<file path="src/rtl/default_attr_pkg.sv">
package default_attr_pkg;
  localparam int unsigned WORD_W    = 32;
  localparam int unsigned COMP_W    = 24;
  localparam int unsigned NUM_COMP  = 4;
  localparam int unsigned GRP_WORDS = 3;
  localparam int unsigned VEC_W     = COMP_W * NUM_COMP;
  localparam int unsigned BYTES     = WORD_W / 8;

  typedef logic [COMP_W-1:0] comp_t;

  // w occupies the top slice, x the bottom
  typedef struct packed {
    comp_t w;
    comp_t z;
    comp_t y;
    comp_t x;
  } attr_vec_t;
endpackage

</file>
<file path="src/rtl/attr_stage.sv">
module attr_stage #(
  parameter int unsigned WORD_W = 32,
  parameter int unsigned DEPTH  = 3,
  parameter int unsigned CNT_W  = $clog2(DEPTH)
) (
  input  logic                    clk_i,
  input  logic                    rst_ni,
  input  logic                    clear_i,
  input  logic                    push_i,
  input  logic [WORD_W-1:0]       word_i,
  output logic [CNT_W-1:0]        cnt_o,
  output logic                    done_o,
  output logic [DEPTH*WORD_W-1:0] group_o
);
  localparam logic [CNT_W-1:0] LAST = CNT_W'(DEPTH - 1);

  logic [CNT_W-1:0] cnt_q;
  logic [DEPTH-2:0][WORD_W-1:0] held_q;

  assign done_o = push_i && (cnt_q == LAST);
  assign cnt_o  = cnt_q;

  always_ff @(posedge clk_i or negedge rst_ni) begin
    if (!rst_ni)       cnt_q <= '0;
    else if (clear_i)  cnt_q <= '0;
    else if (done_o)   cnt_q <= '0;
    else if (push_i)   cnt_q <= cnt_q + 1'b1;
  end

  for (genvar k = 0; k < DEPTH - 1; k++) begin : g_slot
    always_ff @(posedge clk_i or negedge rst_ni) begin
      if (!rst_ni)
        held_q[k] <= '0;
      else if (push_i && !clear_i && cnt_q == CNT_W'(k))
        held_q[k] <= word_i;
    end
    // earliest word lands in the most significant slice
    assign group_o[WORD_W*(DEPTH-1-k) +: WORD_W] = held_q[k];
  end

  assign group_o[WORD_W-1:0] = word_i;
endmodule

</file>
<file path="src/rtl/attr_unpack.sv">
module attr_unpack
  import default_attr_pkg::*;
(
  input  logic [GRP_WORDS*WORD_W-1:0] group_i,
  output attr_vec_t                   vec_o
);
  logic [NUM_COMP-1:0][COMP_W-1:0] comps;

  // components are consecutive 24-bit slices of the 96-bit stream, w first
  for (genvar c = 0; c < NUM_COMP; c++) begin : g_comp
    assign comps[c] = group_i[COMP_W*c +: COMP_W];
  end

  assign vec_o.x = comps[0];
  assign vec_o.y = comps[1];
  assign vec_o.z = comps[2];
  assign vec_o.w = comps[3];
endmodule

</file>
<file path="src/rtl/attr_table.sv">
module attr_table
  import default_attr_pkg::*;
#(
  parameter int unsigned ENTRIES = 16,
  parameter int unsigned WA_W    = 8,
  parameter int unsigned RA_W    = $clog2(ENTRIES)
) (
  input  logic            clk_i,
  input  logic            rst_ni,
  input  logic            we_i,
  input  logic [WA_W-1:0] waddr_i,
  input  attr_vec_t       wdata_i,
  input  logic [RA_W-1:0] raddr_i,
  output attr_vec_t       rdata_o
);
  attr_vec_t mem_q [ENTRIES];

  for (genvar e = 0; e < ENTRIES; e++) begin : g_entry
    always_ff @(posedge clk_i or negedge rst_ni) begin
      if (!rst_ni)
        mem_q[e] <= '0;
      else if (we_i && waddr_i == WA_W'(e))
        mem_q[e] <= wdata_i;
    end
  end

  assign rdata_o = mem_q[raddr_i];
endmodule

</file>
<file path="src/rtl/default_attr_loader.sv">
module default_attr_loader
  import default_attr_pkg::*;
#(
  parameter int unsigned ADDR_W    = 10,
  parameter logic [9:0]  BASE_ADDR = 10'h232,
  parameter int unsigned ENTRIES   = 16,
  parameter int unsigned IDX_W     = 8,
  parameter int unsigned RD_W      = $clog2(ENTRIES)
) (
  input  logic                 clk_i,
  input  logic                 rst_ni,
  input  logic                 wr_en_i,
  input  logic [ADDR_W-1:0]    wr_addr_i,
  input  logic [WORD_W-1:0]    wr_data_i,
  input  logic [BYTES-1:0]     wr_mask_i,
  input  logic [RD_W-1:0]      rd_idx_i,
  output logic [VEC_W-1:0]     rd_vec_o,
  output logic [IDX_W-1:0]     idx_o,
  output logic                 err_o
);
  localparam int unsigned CNT_W = $clog2(GRP_WORDS);
  localparam logic [ADDR_W-1:0] IDX_ADDR = ADDR_W'(BASE_ADDR);

  logic [WORD_W-1:0] word_m;
  logic              wr_live, idx_hit, dat_hit;
  logic              done, in_range;
  logic [CNT_W-1:0]  stage_cnt;
  logic [GRP_WORDS*WORD_W-1:0] group;
  attr_vec_t         vec, rd_vec;
  logic [IDX_W-1:0]  idx_q;
  logic              err_q;

  for (genvar b = 0; b < BYTES; b++) begin : g_mask
    assign word_m[8*b +: 8] = wr_mask_i[b] ? wr_data_i[8*b +: 8] : 8'h00;
  end

  assign wr_live = wr_en_i && (|wr_mask_i);
  assign idx_hit = wr_live && (wr_addr_i == IDX_ADDR);
  assign dat_hit = wr_live && (wr_addr_i > IDX_ADDR) &&
                   (wr_addr_i <= IDX_ADDR + ADDR_W'(GRP_WORDS));
  assign in_range = idx_q < IDX_W'(ENTRIES);

  attr_stage #(.WORD_W(WORD_W), .DEPTH(GRP_WORDS), .CNT_W(CNT_W)) u_stage (
    .clk_i   (clk_i),
    .rst_ni  (rst_ni),
    .clear_i (idx_hit),
    .push_i  (dat_hit),
    .word_i  (word_m),
    .cnt_o   (stage_cnt),
    .done_o  (done),
    .group_o (group)
  );

  attr_unpack u_unpack (
    .group_i (group),
    .vec_o   (vec)
  );

  attr_table #(.ENTRIES(ENTRIES), .WA_W(IDX_W), .RA_W(RD_W)) u_table (
    .clk_i   (clk_i),
    .rst_ni  (rst_ni),
    .we_i    (done && in_range),
    .waddr_i (idx_q),
    .wdata_i (vec),
    .raddr_i (rd_idx_i),
    .rdata_o (rd_vec)
  );

  always_ff @(posedge clk_i or negedge rst_ni) begin
    if (!rst_ni) begin
      idx_q <= '0;
      err_q <= 1'b0;
    end else begin
      err_q <= done && !in_range;
      if (idx_hit && wr_mask_i[0])
        idx_q <= word_m[IDX_W-1:0];
      else if (done && in_range)
        idx_q <= idx_q + 1'b1;
    end
  end

  assign rd_vec_o = rd_vec;
  assign idx_o    = idx_q;
  assign err_o    = err_q;
endmodule

</file>
<file path="config.mk">
export PLATFORM = sky130hd
export DESIGN_NAME = default_attr_loader
export DESIGN_NICKNAME = d
export VERILOG_FILES = /design/src/rtl/default_attr_pkg.sv /design/src/rtl/attr_stage.sv /design/src/rtl/attr_unpack.sv /design/src/rtl/attr_table.sv /design/src/rtl/default_attr_loader.sv
export SDC_FILE = /design/constraint.sdc
export NUM_CORES = 2
export LEC_CHECK = 0
export ABC_AREA = 0
export ABC_CLOCK_PERIOD_IN_PS = 3900
export BUFFER_PORTS_ARGS = -buffer_cell sky130_fd_sc_hd__buf_2
export CORE_AREA = 2 2 351 353
export DETAILED_ROUTE_END_ITERATION = 8
export DIE_AREA = 0 0 353 355
export PLACE_DENSITY = 0.77
export SYNTH_ARGS = -nofsm -noshare
export SYNTH_HDL_FRONTEND = slang
export SYNTH_SLANG_ARGS = --single-unit
</file>
<file path="constraint.sdc">
create_clock -name clk_i -period 3.9 [get_ports clk_i]
set_input_delay 0.78 -clock clk_i [delete_from_list [all_inputs] [get_ports clk_i]]
set_output_delay 0.78 -clock clk_i [all_outputs]
set_load 0.02 [all_outputs]
</file>
==> impl_metrics.toml <==
[placement]
portBuffers = 157
dp_hpwl_um = 106000
dpl_cell_area_um2 = 75900
gp_congestion = 0.790
pre_cts_slack_ns = 0.329

[final_layout]
final_cell_area_um2 = 81500
area_growth_pct = 12.3
final_cell_mix = "dfrtp_1, mux2_2, mux4_2"
drive_above_1_share = 0.508
layout_commonest_cell = "dfrtp_1"
fillerInstances = 8219
nets = 4385

[critical_path]
critPathKind = "input port to output port"
cp_slowest_stage_delay_ns = 0.54
slowest_stage = "mux4_2"
cp.required_ns = 3.12
cp-end-kind = "output port"
arrival_ns = 2.78
cp_top_family = "multiplexers"
path_cells = "buf_8 > buf_12 > buf_4 > mux4_2 > mux4_2 > buf_2"
crit_fanout = 27
cp_num_buf_inv = 4
start_kind = "input port"
crit_top_cell = "mux4_2"

[synth]
synth_top_area_share = 0.555
synth_area_leaders = "dfrtp_1, mux2_2, mux4_2, mux2_1, mux2_4"
synth_warnings = 0
syn-num-nets = 4292
yosys.area.top_type = "dfrtp_1"
yosys.area_share.simple = 0.0108
synth_area_per_cell_um2 = 17.2
yosysSeqAreaShare = 0.555
ys_ff_latch = 1611
synth_top_family_by_area = "multiplexers"
synth-compound-area-share = 0.00239
synthArstFlopShare = 1.00
synth_xor_area_frac = 0
synth_flop_cell = "dfrtp_1"
synthMuxAreaShare = 0.400
synth.distinct_cells = 53
syn-cell-area_um2 = 72600
synth_cells = 4235
synth-adder-area-share = 0.000689
synth_edf_count = 0

[floorplanning]
rows = 128
start_util = 0.598
core_area_um2 = 121000
die_area_um2 = 125000
die_h_um = 355
die_x_um = 353
ios = 158

[power]
leakagePower_uw = 0.0400
peakVddDrop_mv = 0.442
finalPower_uw = 34200
powerDensity_nw_per_um2 = 419

[global_routing]
grt_pass1_vias = 42066
overflow = 0
grt_pass1_wl_um = 273000
antenna_found_initial = 21
grt_max_degree = 145
track_usage = 0.292

[clocking]
cts_tree = "built"
root_buffer = "clkbuf_16"
htree_levels = 4
clkLatencyLatePin_ns = 0.79
cts_sinks = 1611
path_clk_slew_ns = 0.06
post_cts_buffers = 0
cts_buffers = 166
clk_path_buf_depth = 3

[sta]
fin_tns_setup_ns = 0
finClkSkew_ns = 0.0314
setup_viol = 0
timing.final.crit_share = 0.912
worst_pin_slew_ns = 1.25
slew_headroom = 0.167
rsz0062_at_grt = "no"
timing.final.ws_setup_ns = 0.344
period_needed_ns = 3.56
max_freq_mhz = 281
report.final.slew_viol_count = 0
hold_viol_final = 0

[hold_path]
holdCritPathClass = "input port to flop"

[routing]
drc = 0
drt_iter0_drc = 3094
drt_pass1_iterations = 5
vias = 39361
wl_per_cell_um = 29.2
detail-route-antenna-nets = 0
routed_wl_um = 178000
viasPerCell = 6.46

[status]
status = "completed"

[flow_run]
drv_cap = 0
[cells in the mapped netlist, types with 2 or more instances]
master,number
and2_1,33
and3b_1,3
buf_1,79
buf_2,115
buf_4,27
buf_6,51
buf_8,8
clkbuf_1,134
dfrtp_1,1611
ha_1,4
inv_1,4
mux2_1,447
mux2_2,1112
mux2_4,43
mux2i_1,2
mux4_2,480
nand2_1,13
nand2b_1,2
nand3_1,7
nand4_1,2
nand4bb_1,2
nor2_1,5
nor2b_1,4
nor3_1,2
nor3_4,12
nor4_4,3
o21ai_0,2
o31ai_1,2
or4_1,2
[timing repair]
action,in CTS,in global routing
hold buffers,1,0
resized for setup,0,0
hold endpoints to repair,44,0
[worst paths after layout]
check | start | end | slack, ns | cells past startpoint
max | rd_idx_i[0] | rd_vec_o[20] | 0.34 | 6
min | wr_data_i[6] | idx_o[6]$_DFFE_PN0P_ | 0.25 | 2
max reg2reg | idx_o[4]$_DFFE_PN0P_ | u_table.mem_q[127]$_DFFE_PN0P_ | 1.08 | 6
min reg2reg | u_table.mem_q[182]$_DFFE_PN0P_ | u_table.mem_q[182]$_DFFE_PN0P_ | 0.48 | 1
max in group asynchronous | rst_ni | u_table.mem_q[837]$_DFFE_PN0P_ | 2.10 | 3
min in group asynchronous | rst_ni | u_table.mem_q[1140]$_DFFE_PN0P_ | 0.56 | 2
[routing by layer]
metal | wire length, um | share of wire | global-route usage
met1 | 77100 | 0.43 | 0.420
met2 | 83600 | 0.47 | 0.449
met5 | 78 | 0.00044 | 0
met4 | 4730 | 0.027 | 0.0865
met3 | 12300 | 0.069 | 0.0694
[stage by stage]
stage / hold WS (ns) / utilization / instances
2_1_floorplan: 0.452 / - / 4235
3_3_place_gp: 0.461 / 0.625 / 5784
3_5_place_dp: 0.469 / 0.625 / 5784
4_1_cts: 0.209 / 0.672 / 6081
5_1_grt: 0.229 / 0.672 / 6082
6_report: 0.252 / 0.672 / 6089
[area by class of cell]
cell class / instances / area (um^2) / share of cell area
well taps: 1625 / 2030 / 0.0249
diodes: 8 / 20.0 / 0.000246
clock buffers: 238 / 4920 / 0.0604
clock inverters: 58 / 699 / 0.00858
repair buffers: 339 / 3480 / 0.0427
flip-flops and latches: 1611 / 40300 / 0.494
multi-input cells: 2206 / 30100 / 0.369
inverters: 4 / 15.0 / 0.000184
[state kept, by name, indices dropped and copies added (netlist names)]
signal	count
idx_o	8
u_table.mem_q	1536
err_o	1
u_stage.group_o	64
u_stage.cnt_o	2
[where the power goes]
part           switching (uW)  internal [uW]
Clock                    6660           9620
Sequential               25.7          16700
Combinational             828            348
[logic make-up (layout without fill, tap and decap cells)]
logic type	Yosys count	after routing
adder cells (fa/ha/maj)	4	4
other	0	8
multiplexers	2084	2084
AND/OR/NAND/NOR	99	99
flip-flops	1611	1611
buffers and inverters	418	639
AO/OA/AOI/OAI	19	19
No activity file was read; power rests on OpenSTA's default activity.
